**src/rtl/spi_slv_pkg.sv**
```systemverilog
`timescale 1ns/1ps
package spi_slv_pkg;
  // pin events in the system clock domain
  typedef struct packed {
    logic sck_rise;
    logic sck_fall;
    logic sel_fall;
    logic sel_rise;
    logic sel_low;
    logic mosi;
  } spi_evt_t;
endpackage

```
**src/rtl/spi_slv_front.sv**
```systemverilog
`timescale 1ns/1ps
module spi_slv_front
  import spi_slv_pkg::*;
#(
  parameter int unsigned STAGES = 2
) (
  input  logic     clk_i,
  input  logic     rst_ni,
  input  logic     sck_i,
  input  logic     cs_ni,
  input  logic     mosi_i,
  output spi_evt_t evt_o
);
  localparam int unsigned NPIN = 3;
  // pin order {mosi, cs_n, sck}; select idles high
  localparam logic [NPIN-1:0] RST_V = 3'b010;

  logic [NPIN-1:0] pin_raw, pin_sync;
  logic            sck_q, sel_q;

  assign pin_raw = {mosi_i, cs_ni, sck_i};

  for (genvar p = 0; p < NPIN; p++) begin : g_pin
    logic [STAGES-1:0] chain_q;
    always_ff @(posedge clk_i or negedge rst_ni) begin
      if (!rst_ni) chain_q <= {STAGES{RST_V[p]}};
      else         chain_q <= {chain_q[STAGES-2:0], pin_raw[p]};
    end
    assign pin_sync[p] = chain_q[STAGES-1];
  end

  always_ff @(posedge clk_i or negedge rst_ni) begin
    if (!rst_ni) begin
      sck_q <= 1'b0;
      sel_q <= 1'b1;
    end else begin
      sck_q <= pin_sync[0];
      sel_q <= pin_sync[1];
    end
  end

  assign evt_o.sck_rise = pin_sync[0] & ~sck_q;
  assign evt_o.sck_fall = ~pin_sync[0] & sck_q;
  assign evt_o.sel_fall = ~pin_sync[1] & sel_q;
  assign evt_o.sel_rise = pin_sync[1] & ~sel_q;
  assign evt_o.sel_low  = ~pin_sync[1];
  assign evt_o.mosi     = pin_sync[2];
endmodule

```
**src/rtl/spi_slv_engine.sv**
```systemverilog
`timescale 1ns/1ps
module spi_slv_engine
  import spi_slv_pkg::*;
#(
  parameter int unsigned FRAME_W = 16
) (
  input  logic               clk_i,
  input  logic               rst_ni,
  input  logic               en_i,
  input  spi_evt_t           evt_i,
  input  logic               tx_pend_i,
  input  logic [FRAME_W-1:0] tx_word_i,
  output logic               miso_o,
  output logic               frame_done_o,
  output logic [FRAME_W-1:0] rx_word_o,
  output logic               word_load_o,
  output logic               tx_end_evt_o
);
  localparam int unsigned     CNT_W = $clog2(FRAME_W);
  localparam logic [CNT_W-1:0] LAST = CNT_W'(FRAME_W - 1);

  logic [FRAME_W-1:0] sreg_q;
  logic [CNT_W-1:0]   cnt_q;
  logic               fend_q, bit_q;
  logic               act, load_start, rise_ev, fall_ev, reload;

  assign act        = en_i & evt_i.sel_low;
  assign load_start = act & evt_i.sel_fall & tx_pend_i;
  // select edge wins over a coincident clock edge
  assign rise_ev    = act & ~evt_i.sel_fall & evt_i.sck_rise;
  assign fall_ev    = act & ~evt_i.sel_fall & ~evt_i.sck_rise & evt_i.sck_fall;

  assign frame_done_o = rise_ev & (cnt_q == LAST);
  assign rx_word_o    = {sreg_q[FRAME_W-2:0], evt_i.mosi};
  assign reload       = fall_ev & fend_q & tx_pend_i;
  assign word_load_o  = load_start | reload;
  assign tx_end_evt_o = fall_ev & fend_q & ~tx_pend_i;
  assign miso_o       = sreg_q[FRAME_W-1];

  always_ff @(posedge clk_i or negedge rst_ni) begin
    if (!rst_ni) begin
      sreg_q <= '0;
      cnt_q  <= '0;
      fend_q <= 1'b0;
      bit_q  <= 1'b0;
    end else if (!en_i) begin
      cnt_q  <= '0;
      fend_q <= 1'b0;
    end else if (evt_i.sel_rise) begin
      cnt_q  <= '0;
      fend_q <= 1'b0;
      if (cnt_q != '0) sreg_q <= '0;   // abort: drop partial frame
    end else begin
      if (word_load_o)  sreg_q <= tx_word_i;
      else if (fall_ev) sreg_q <= {sreg_q[FRAME_W-2:0], bit_q};  // underrun shifts input through
      if (rise_ev) begin
        bit_q  <= evt_i.mosi;
        cnt_q  <= frame_done_o ? '0 : cnt_q + 1'b1;
        fend_q <= frame_done_o;
      end else if (fall_ev) begin
        fend_q <= 1'b0;
      end
    end
  end
endmodule

```
**src/rtl/spi_slv_regs.sv**
```systemverilog
`timescale 1ns/1ps
module spi_slv_regs #(
  parameter int unsigned FRAME_W = 16
) (
  input  logic               clk_i,
  input  logic               rst_ni,
  input  logic               en_i,
  input  logic               tx_wr_i,
  input  logic [FRAME_W-1:0] tx_data_i,
  input  logic               rx_rd_i,
  input  logic               word_load_i,
  input  logic               tx_end_evt_i,
  input  logic               frame_done_i,
  input  logic [FRAME_W-1:0] rx_word_i,
  output logic [FRAME_W-1:0] tx_word_o,
  output logic               tx_pend_o,
  output logic               tx_empty_o,
  output logic               tx_end_o,
  output logic [FRAME_W-1:0] rx_data_o,
  output logic               rx_full_o,
  output logic               overrun_o
);
  logic wr_ok;
  assign wr_ok     = tx_wr_i & en_i;
  assign tx_pend_o = ~tx_empty_o;

  always_ff @(posedge clk_i or negedge rst_ni) begin
    if (!rst_ni) begin
      tx_word_o  <= '0;
      tx_empty_o <= 1'b1;
      tx_end_o   <= 1'b0;
    end else if (wr_ok) begin
      tx_word_o  <= tx_data_i;
      tx_empty_o <= 1'b0;
      tx_end_o   <= 1'b0;
    end else begin
      if (word_load_i)  tx_empty_o <= 1'b1;
      if (tx_end_evt_i) tx_end_o   <= 1'b1;
    end
  end

  always_ff @(posedge clk_i or negedge rst_ni) begin
    if (!rst_ni) begin
      rx_data_o <= '0;
      rx_full_o <= 1'b0;
      overrun_o <= 1'b0;
    end else begin
      if (frame_done_i) begin
        rx_data_o <= rx_word_i;
        rx_full_o <= 1'b1;
      end else if (rx_rd_i) begin
        rx_full_o <= 1'b0;
      end
      if (frame_done_i && rx_full_o && !rx_rd_i) overrun_o <= 1'b1;
      else if (rx_rd_i)                          overrun_o <= 1'b0;
    end
  end
endmodule

```
**src/rtl/spi_slv.sv**
```systemverilog
`timescale 1ns/1ps
module spi_slv
  import spi_slv_pkg::*;
#(
  parameter int unsigned FRAME_W     = 16,
  parameter int unsigned SYNC_STAGES = 2
) (
  input  logic               clk_i,
  input  logic               rst_ni,
  input  logic               en_i,
  input  logic               sck_i,
  input  logic               cs_ni,
  input  logic               mosi_i,
  output logic               miso_o,
  output logic               miso_oe_o,
  input  logic               tx_wr_i,
  input  logic [FRAME_W-1:0] tx_data_i,
  output logic               tx_empty_o,
  output logic               tx_end_o,
  input  logic               rx_rd_i,
  output logic [FRAME_W-1:0] rx_data_o,
  output logic               rx_full_o,
  output logic               overrun_o
);
  spi_evt_t           evt;
  logic               frame_done, word_load, tx_end_evt, tx_pend;
  logic [FRAME_W-1:0] rx_word, tx_word;

  spi_slv_front #(.STAGES(SYNC_STAGES)) u_front (
    .clk_i  (clk_i),
    .rst_ni (rst_ni),
    .sck_i  (sck_i),
    .cs_ni  (cs_ni),
    .mosi_i (mosi_i),
    .evt_o  (evt)
  );

  spi_slv_engine #(.FRAME_W(FRAME_W)) u_engine (
    .clk_i        (clk_i),
    .rst_ni       (rst_ni),
    .en_i         (en_i),
    .evt_i        (evt),
    .tx_pend_i    (tx_pend),
    .tx_word_i    (tx_word),
    .miso_o       (miso_o),
    .frame_done_o (frame_done),
    .rx_word_o    (rx_word),
    .word_load_o  (word_load),
    .tx_end_evt_o (tx_end_evt)
  );

  spi_slv_regs #(.FRAME_W(FRAME_W)) u_regs (
    .clk_i        (clk_i),
    .rst_ni       (rst_ni),
    .en_i         (en_i),
    .tx_wr_i      (tx_wr_i),
    .tx_data_i    (tx_data_i),
    .rx_rd_i      (rx_rd_i),
    .word_load_i  (word_load),
    .tx_end_evt_i (tx_end_evt),
    .frame_done_i (frame_done),
    .rx_word_i    (rx_word),
    .tx_word_o    (tx_word),
    .tx_pend_o    (tx_pend),
    .tx_empty_o   (tx_empty_o),
    .tx_end_o     (tx_end_o),
    .rx_data_o    (rx_data_o),
    .rx_full_o    (rx_full_o),
    .overrun_o    (overrun_o)
  );

  assign miso_oe_o = en_i & evt.sel_low;
endmodule

```
**config.mk**
```make
export PLATFORM = sky130hd
export DESIGN_NAME = spi_slv
export DESIGN_NICKNAME = d
export VERILOG_FILES = /design/src/rtl/spi_slv_pkg.sv /design/src/rtl/spi_slv_front.sv /design/src/rtl/spi_slv_engine.sv /design/src/rtl/spi_slv_regs.sv /design/src/rtl/spi_slv.sv
export SDC_FILE = /design/constraint.sdc
export NUM_CORES = 1
export LEC_CHECK = 0
export BUFFER_PORTS_ARGS = -buffer_cell sky130_fd_sc_hd__buf_2
export CELL_PAD_IN_SITES_DETAIL_PLACEMENT = 1
export CELL_PAD_IN_SITES_GLOBAL_PLACEMENT = 1
export CORE_AREA = 2 2 78 80
export DETAILED_ROUTE_END_ITERATION = 6
export DIE_AREA = 0 0 80 82
export PLACE_DENSITY = 0.93
export REMOVE_ABC_BUFFERS = 1
export SLEW_MARGIN = 20
export SYNTH_ARGS = -nofsm -noshare
export SYNTH_HDL_FRONTEND = slang
export SYNTH_SLANG_ARGS = --single-unit
```
**constraint.sdc**
```tcl
create_clock -name clk_i -period 5 [get_ports clk_i]
set_input_delay 0.25 -clock clk_i [delete_from_list [all_inputs] [get_ports clk_i]]
set_output_delay 0.25 -clock clk_i [all_outputs]
set_load 0.05 [all_outputs]
```
# Word-level counts from Yosys, hierarchy flattened
# Cells that the tools add are included.
# W data, S select, Z words.
[word_totals]
wordCells = 75
in_bits = 24
ff_bits = 66
[classes]
reduce_logical = 11
addsub = 1
eq_ne = 4
muxes = 19
bitwise = 25
[op_table]
columns = ["op", "n"]
rows = [
  ["$mux W16", 4],
  ["$and A1 B1 Y1", 16],
  ["$mux W4", 4],
  ["$mux W1", 11],
  ["$not A1 Y1", 8],
  ["$reduce_bool A2 Y1", 4],
  ["$reduce_and A3 Y1", 2],
  ["$add A4 B1 Y4 const B", 1],
  ["$eq A4 B4 Y1 const B", 1],
  ["$ne A4 B1 Y1 const B", 1],
  ["$reduce_bool A4 Y1", 1],
  ["$ne A3 B1 Y1 const B", 1],
  ["$reduce_bool A3 Y1", 1],
  ["$logic_and A1 B1 Y1", 2],
  ["$ne A2 B1 Y1 const B", 1],
  ["$logic_not A1 Y1", 1],
  ["$or A1 B1 Y1", 1],
]

# Logic depth before layout (Yosys ltp)
# Gate-level depths: netlist of the first run.
[depth]
depth_word = 11
depth_mapped = 7

# Cells and area by module
# From an unflattened synthesis of the first run, not the netlist that was laid out.
[unflattened]
cells_unflattened = 209
area_unflattened_um2 = 2839.0
[by_module_without_submodules]
columns = ["module", "cells_per_inst", "area_per_inst_um2", "seq_area_each_um2", "instances"]
rows = [
  ["spi_slv_regs", 79, 1376.3, 902.1, 1],
  ["spi_slv_engine", 115, 1211.2, 550.5, 1],
  ["spi_slv_front", 14, 245.2, 203.9, 1],
  ["spi_slv", 1, 6.3, 0.0, 1],
]

# Least setup slack after synthesis of the first run
# No wires, ideal clock.
[synth_timing]
kind = "register to register"
startpoint = "reg u_regs.tx_empty_o"
endpoint = "reg u_engine.sreg_q[10]"
setup_slack_ps = 3310
arrival_ps = 1612
path_stages_with_launch = 6
n_path_buf = 1
synth_period_minus_slack_ps = 1690
cell_sequence = "dfstp_2 inv_1 a21o_1 o211ai_2 buf_2 o2bb2ai_1"
[synth_via]
elab_chain_len = 5
elab_cells_between_ends = 8
classes_between = "mux (2); bitwise (4); reduce/logical (2)"
[synth_lines]
columns = ["element", "line_no", "rtl"]
rows = [
  ["start, declared", "spi_slv_regs.sv:17", "output logic tx_empty_o,"],
  ["start signal, assigned", "spi_slv_regs.sv:30", "tx_empty_o <= 1'b1;"],
  ["start signal, assigned", "spi_slv_regs.sv:34", "tx_empty_o <= 1'b0;"],
  ["start signal, assigned", "spi_slv_regs.sv:37", "if (word_load_i) tx_empty_o <= 1'b1;"],
  ["$not A1 Y1 *", "spi_slv_regs.sv:25", "assign tx_pend_o = ~tx_empty_o;"],
  ["$and A1 B1 Y1, on equally long branches", "spi_slv_engine.sv:28, spi_slv_engine.sv:35", ""],
  ["$or A1 B1 Y1 *", "spi_slv_engine.sv:36", "assign word_load_o = load_start | reload;"],
  ["$reduce_bool A3 Y1 (no source line) / $mux W16 (equally long branches)", "n/a", ""],
  ["$reduce_and A3 Y1 (no source line) / $mux W16 (equally long branches)", "n/a", ""],
  ["end signal, assigned", "spi_slv_engine.sv:54", "if (word_load_o) sreg_q <= tx_word_i;"],
  ["end signal, assigned", "spi_slv_engine.sv:55", "else if (fall_ev) sreg_q <= {sreg_q[FRAME_W-2:0], bit_q};"],
  ["end, declared", "spi_slv_engine.sv:22", "logic [FRAME_W-1:0] sreg_q;"],
]
# Mark *: on every way between the ends. The rest lies on a longest branch, timed or not.
# A chain may end at the register's enable or synchronous reset.

# Worst setup path in the final report of the first run
[layout_timing]
startpoint = "reg u_engine.cnt_q[0]"
endpoint = "reg u_regs.rx_data_o[4]"
[layout_via]
elab_chain_len = 2
[layout_lines]
columns = ["element", "line_no", "rtl"]
rows = [
  ["start, declared", "spi_slv_engine.sv:23", "logic [CNT_W-1:0] cnt_q;"],
  ["start signal, assigned", "spi_slv_engine.sv:58", "cnt_q <= frame_done_o ? '0 : cnt_q + 1'b1;"],
  ["$eq A4 B4 Y1", "spi_slv_engine.sv:33", "assign frame_done_o = rise_ev & (cnt_q == LAST);"],
  ["$and A1 B1 Y1", "spi_slv_engine.sv:33", ""],
  ["end signal, assigned", "spi_slv_regs.sv:49", "rx_data_o <= rx_word_i;"],
  ["end, declared", "spi_slv_regs.sv:19", "output logic [FRAME_W-1:0] rx_data_o,"],
]
# No other way between the ends.

==> impl_metrics.env, run 1 <==
export IMPL_fmax_mhz=457
export IMPL_ys_flop_type="dfrtp_1"
export IMPL_min_to="u_front.g_pin[0].chain_q[0]"
export IMPL_regToRegStartpoint="u_engine.cnt_q[0]"
export IMPL_antenna_cells=0
export IMPL_dpl_worst_slack_ps=2790
export IMPL_internal_power_uw=881
export IMPL_antenna_found_initial=0
export IMPL_reg2reg_setup_slack_ps=2810
export IMPL_muxShareOfSynthArea_pct=20.1
export IMPL_synth_fa_ha_area_share_pct=0.915
export IMPL_crit_slowest_cell="nor3_4"
export IMPL_die_area_um2=6560
export IMPL_hold_violations=0
export IMPL_htree_num_levels=3
export IMPL_switching_share_pct=23.9
export IMPL_grt_overflow=0
export IMPL_drv_cap=0
export IMPL_seq_area_frac_synth_pct=60.6
export IMPL_io_buffer_count=45
export IMPL_drc=0
export IMPL_crit_path_end_kind="flip-flop"
export IMPL_synth_seq_cells=66
export IMPL_dr_pass1_iters=4
export IMPL_post_dp_hpwl_um=3840
export IMPL_tns_ps=0
export IMPL_drive_gt1_share_pct=43.0
export IMPL_path_class="reg -> reg"
export IMPL_cts_made_buffers=9
export IMPL_synth_distinct_cells=37
export IMPL_seq_area_um2=1660
export IMPL_min_path_type="in -> reg"
export IMPL_seq_power_share_pct=52.4
export IMPL_clockPowerShare_pct=38.8
export IMPL_path_cells="ha_1 > nand3_1 > nor3_4 > mux2_2"
export IMPL_start_util_pct=47.6
export IMPL_yosys_area_top_type="dfrtp_1"
export IMPL_fillCellCount=590
export IMPL_grt_pass1_vias=1859
export IMPL_cts_sinks=66
export IMPL_slew_headroom_pct=35.5
export IMPL_p_comb_share_pct=8.9
export IMPL_setup_violations=0
export IMPL_drtAntennaViolNets=0
export IMPL_syn_inst=185
export IMPL_arrival_ps=2410
export IMPL_synth_top_area_share_pct=56.7
export IMPL_clk_latency_ps=340
export IMPL_coreArea_um2=5750
export IMPL_rsz0062_at_grt="false"
export IMPL_clockRootBuffer="clkbuf_8"
export IMPL_timing_final_crit_share_pct=43.7
export IMPL_drt_total_wl_um=5760
export IMPL_timing_rr_end="u_regs.rx_data_o[4]"
export IMPL_yosysMostFrequentCell="dfrtp_1"
export IMPL_synth_compound_area_share_pct=10.2
export IMPL_ioPinCount=46
export IMPL_worstHoldPathCells=1
export IMPL_syn_cell_area_um2=2740
export IMPL_grt_max_degree=67
export IMPL_cts_max_path_buffers=2
export IMPL_crit_family="simple AND/OR/NAND/NOR gates"
export IMPL_ys_top_cells_by_area="dfrtp_1, mux2_2, mux2i_1, o2bb2ai_1, mux2_4"
export IMPL_synth_edff_count=0
export IMPL_required_ps=5220
export IMPL_cp_depth=4
export IMPL_grt_usage_pct=19.5
export IMPL_power_density_nw_per_um2=360
export IMPL_num_rows=28
export IMPL_cts_tree="built"
export IMPL_switchingPower_uw=277
export IMPL_ys_warn_count=0
export IMPL_startpoint_type="flip-flop"
export IMPL_vdd_drop_max_v=0.000197
export IMPL_status="finished, final reports clean"
export IMPL_clk_pin_slew_ps=70
export IMPL_crit_path_max_fanout=18
export IMPL_grt_pass1_wl_um=9360
export IMPL_synth_top_family_by_area="multiplexers"
export IMPL_report_final_slew_viol_count=0
export IMPL_gp_congestion=0.772
export IMPL_worst_slack_ps=2810
export IMPL_p_leak_nw=1.62
export IMPL_drtIter0Drc=102
export IMPL_async_flop_share_pct=100
export IMPL_multi_input_comb_area_um2=1010
export IMPL_holdWs_ps=31.2
export IMPL_synth_simple_area_share_pct=5.54
export IMPL_hp_start="sck_i"
export IMPL_cp_num_buf_inv=0
export IMPL_max_slew_worst_pin_slew_ps=965
export IMPL_avgSynthCellArea_um2=14.8
export IMPL_wire_per_inst_um=18.2
export IMPL_yosys_top_cells_count="dfrtp_1, mux2_2, mux2i_1, o2bb2ai_1, nand2_1"
export IMPL_vias=1714
export IMPL_final_nets=263
export IMPL_synth_xor_area_share_pct=0
export IMPL_area_growth_pct=17.7
export IMPL_die_h_um=82
export IMPL_cts_resized=0
export IMPL_crit_path_max_incr_delay_ps=780
export IMPL_final_util_pct=56.1
export IMPL_timing_final_crit_period_ps=2190
export IMPL_routed_via_density=5.41
export IMPL_fp_dieW_um=80
export IMPL_skew_ps=9.19
export IMPL_worst_r2r_path_depth=4
export IMPL_crit_start="u_engine.cnt_q[0]"
export IMPL_postCtsSetupRepairBufs=0
## stage by stage
stage                     area, µm²  cells  power (mW)
after floorplan                2690    179       0.672
after global placement         3010    300       0.709
after detailed placement       3010    300       0.719
after CTS                      3220    317        1.17
after global routing           3220    317        1.21
final                          3220    317        1.16
## area by class of cell
class / count / share of cell area (%)
multi-input cells: 107 / 31.2
clock buffers: 13 / 4.93
repair buffers: 47 / 7.54
well taps: 75 / 2.91
inverters: 6 / 0.699
flip-flops and latches: 66 / 51.4
clock inverters: 3 / 1.24
## worst max-delay path by stage
stage                      endpoint  slack, ps
2_1_floorplan    u_engine.sreg_q[0]       2810
3_3_place_gp   u_regs.rx_data_o[14]       2960
3_5_place_dp    u_regs.rx_data_o[4]       2790
4_1_cts         u_regs.rx_data_o[4]       2790
5_1_grt         u_regs.rx_data_o[0]       2660
6_report        u_regs.rx_data_o[4]       2810
## placed cells by master, fill, tap and decap left out, drive strengths merged, types with 4 or more instances in the layout
cell type,count
o21ai,6
clkbuf,13
o2bb2ai,16
buf,46
nand2,10
dfstp,4
inv,6
mux2i,16
dfrtp,62
mux2,32
## layer usage
layer	global-route usage (%)	wire (µm)	vias up
met2	32.1	2850	43
met1	24.1	2550	883
met3	5.27	243	11
met4	8.81	116	0
met5	0	0	-
li1	-	-	777
## sequential cells by signal, indices dropped and copies added, names as in the netlist, 4 cells and up
| register | cells |
|---|---|
| u_engine.cnt_q | 4 |
| u_engine.sreg_q | 16 |
| u_front.g_pin.chain_q | 6 |
| u_regs.rx_data_o | 16 |
| u_regs.tx_word_o | 16 |
## cells by family after synthesis
group	Yosys count
and+or+nand+nor	23
buffers and inverters	12
DFF	66
muxes	48
adders and majority gates	2
AOI/OAI and AO/OA	34
## worst register-to-register path: stages (launching register included)
cell and delay, ps:
dfrtp_1 420, ha_1 250, nand3_1 190, nor3_4 790, mux2_2 420
## power groups by stage
| stage | clock (mW) | combinational [mW] | sequential, mW |
|---|---|---|---|
| after floorplan | 0 | 0.0620 | 0.610 |
| after global placement | 0 | 0.0976 | 0.611 |
| after detailed placement | 0 | 0.103 | 0.615 |
| after CTS | 0.458 | 0.105 | 0.606 |
| after global routing | 0.482 | 0.113 | 0.612 |
| final | 0.449 | 0.103 | 0.607 |
## repair_timing
item,CTS,global route
hold endpoints to repair,1,0
endpoints found under the setup margin,0,0
hold buffers,1,0
Power figures use the tool's default switching activity.
==> run 2: changes to the inputs <==
--- a/config.mk
+++ b/config.mk
@@ -8,10 +8,10 @@
 export BUFFER_PORTS_ARGS = -buffer_cell sky130_fd_sc_hd__buf_2
 export CELL_PAD_IN_SITES_DETAIL_PLACEMENT = 1
 export CELL_PAD_IN_SITES_GLOBAL_PLACEMENT = 1
-export CORE_AREA = 2 2 78 80
+export CORE_AREA = 2 2 81 83
 export DETAILED_ROUTE_END_ITERATION = 6
-export DIE_AREA = 0 0 80 82
-export PLACE_DENSITY = 0.93
+export DIE_AREA = 0 0 83 85
+export PLACE_DENSITY = 0.88
 export REMOVE_ABC_BUFFERS = 1
 export SLEW_MARGIN = 20
 export SYNTH_ARGS = -nofsm -noshare
==> constraint.sdc (replaced) <==
create_clock -name clk_i -period 2.05 [get_ports clk_i]
set_input_delay 0.1025 -clock clk_i [delete_from_list [all_inputs] [get_ports clk_i]]
set_output_delay 0.1025 -clock clk_i [all_outputs]
set_load 0.05 [all_outputs]
==> run 2 against run 1 <==
- global-route usage grew 1.2 points
- via count grew 8.0%
- clock skew shrank 1.4 ps
- cell count grew 7.9%
- sequential share of layout area shrank 3.6 points
- clock power grew 140%
- die area grew 7.5%
- sequential power grew 150%
- first-iteration DRC count shrank 2.9%
- hold slack lost 20 ps
- critical endpoint is now u_engine.sreg_q[8]
==> impl_metrics.env, run 2 (same netlist as run 1, synthesis figures left out) <==
export IMPL_clk_latency_ps=350
export IMPL_timing_final_crit_share_pct=91.7
export IMPL_p_comb_share_pct=10.4
export IMPL_die_area_um2=7060
export IMPL_start_util_pct=44.1
export IMPL_area_growth_pct=26.6
export IMPL_cts_max_path_buffers=2
export IMPL_fillCellCount=637
export IMPL_timing_final_crit_period_ps=1880
export IMPL_antenna_cells=0
export IMPL_switchingPower_uw=736
export IMPL_post_dp_cell_area_um2=3070
export IMPL_clockRootBuffer="clkbuf_8"
export IMPL_fmax_mhz=532
export IMPL_drive_gt1_share_pct=41.5
export IMPL_fp_dieW_um=83
export IMPL_reg2reg_setup_slack_ps=170
export IMPL_hold_violations=0
export IMPL_layout_commonest_cell="dfrtp_1"
export IMPL_seq_power_share_pct=52.2
export IMPL_min_path_type="in -> reg"
export IMPL_stdcell_area_um2=3460
export IMPL_internal_power_mw=2.11
export IMPL_worst_r2r_path_depth=4
export IMPL_wire_per_inst_um=19.1
export IMPL_final_nets=286
export IMPL_power_density_nw_per_um2=822
export IMPL_grt_pass1_wl_um=11000
export IMPL_cts_made_buffers=9
export IMPL_crit_path_max_fanout=16
export IMPL_skew_ps=7.83
export IMPL_postCtsSetupRepairBufs=0
export IMPL_report_final_slew_viol_count=0
export IMPL_grt_pass1_vias=2090
export IMPL_gp_congestion=0.765
export IMPL_p_leak_nw=1.72
export IMPL_multi_input_comb_area_um2=1010
export IMPL_required_ps=2320
export IMPL_totalPowerFinal_mw=2.85
export IMPL_seq_area_um2=1660
export IMPL_dr_pass1_iters=4
export IMPL_path_class="reg -> reg"
export IMPL_post_dp_hpwl_um=4140
export IMPL_drtAntennaViolNets=0
export IMPL_drt_total_wl_um=6550
export IMPL_num_rows=29
export IMPL_vias=1851
export IMPL_routed_via_density=5.41
export IMPL_grt_max_degree=46
export IMPL_ioPinCount=46
export IMPL_vdd_drop_max_v=0.000449
export IMPL_crit_path_end_kind="flip-flop"
export IMPL_coreArea_um2=6200
export IMPL_die_h_um=85
export IMPL_clockPowerShare_pct=37.4
export IMPL_startpoint_type="flip-flop"
export IMPL_io_buffer_count=45
export IMPL_drv_cap=0
export IMPL_grt_usage_pct=20.7
export IMPL_drtIter0Drc=99
export IMPL_holdWs_ps=11.7
export IMPL_top_regs="u_engine.sreg_q (16), u_regs.rx_data_o (16), u_regs.tx_word_o (16)"
export IMPL_status="finished, final reports clean"
export IMPL_switching_share_pct=25.9
export IMPL_cts_tree="built"
export IMPL_arrival_ps=2140
export IMPL_slew_headroom_pct=42.1
export IMPL_clk_pin_slew_ps=70
export IMPL_rsz0062_at_grt="false"
export IMPL_antenna_found_initial=0
export IMPL_max_slew_worst_pin_slew_ps=866
export IMPL_drc=0
export IMPL_grt_overflow=0
export IMPL_layout_common_cells="dfrtp_1, buf_2, mux2_2, dlygate4sd3_1"
export IMPL_setup_violations=0
export IMPL_worstHoldPathCells=2
export IMPL_htree_num_levels=3
export IMPL_cts_sinks=66
## run 2: repair_timing
| item | in CTS | in global routing |
|---|---|---|
| hold buffers | 20 | 0 |
| endpoints found under the hold margin | 37 | 0 |
| setup endpoints to repair | 0 | 0 |
| resized for setup | 0 | 0 |
## run 2: final timing paths
path	from	endpoint
worst min-delay path	tx_data_i[0]	u_regs.tx_word_o[0]
max in group asynchronous	rst_ni	u_engine.bit_q
worst max-delay path	u_front.sel_q	u_engine.sreg_q[8]
worst max register to register	u_front.sel_q	u_engine.sreg_q[8]
min in group asynchronous	rst_ni	u_front.sck_q
worst min register to register	u_front.g_pin[1].chain_q[0]	u_front.g_pin[1].chain_q[1]
## run 2: cell type report
| cell class | count | area share (%) |
|---|---|---|
| well taps | 77 | 2.78 |
| multi-input cells | 107 | 29.0 |
| clock inverters | 7 | 2.02 |
| flip-flops and latches | 66 | 47.8 |
| inverters | 6 | 0.650 |
| clock buffers | 9 | 3.58 |
| repair buffers | 70 | 14.1 |
## run 2: through the flow
| stage | setup slack [ps] | cells | utilization [%] | setup TNS [ps] |
|---|---|---|---|---|
| global route | 61.3 | 342 | 55.8 | 0 |
| global placement | 351 | 306 | 49.5 | 0 |
| detailed placement | 255 | 306 | 49.5 | 0 |
| CTS | 194 | 342 | 55.8 | 0 |
| floorplan | -140 | 179 | - | -2230 |
| finish | 171 | 342 | 55.8 | 0 |
## run 2: layer usage
metal  GRT usage (%)  vias up  part of all wire, %
li1                -      826                    -
met1            24.5      964                   41
met2            35.0       42                   52
met3            3.79       19                  3.0
met4            13.0        0                  3.5
met5               0        -                    0
## run 2: power by group through the flow
stage	Clock (mW)	Combinational [mW]	Sequential, mW
3_3_place_gp	0	0.246	1.49
5_1_grt	1.15	0.326	1.50
3_5_place_dp	0	0.262	1.50
4_1_cts	1.09	0.296	1.48
2_1_floorplan	0	0.151	1.49
6_report	1.06	0.296	1.49
## run 2: critical path, stage by stage (launching register included)
cell and delay [ps]:
dfstp_2 620, nor3b_2 90, a21o_1 190, o211ai_2 690, o2bb2ai_1 210
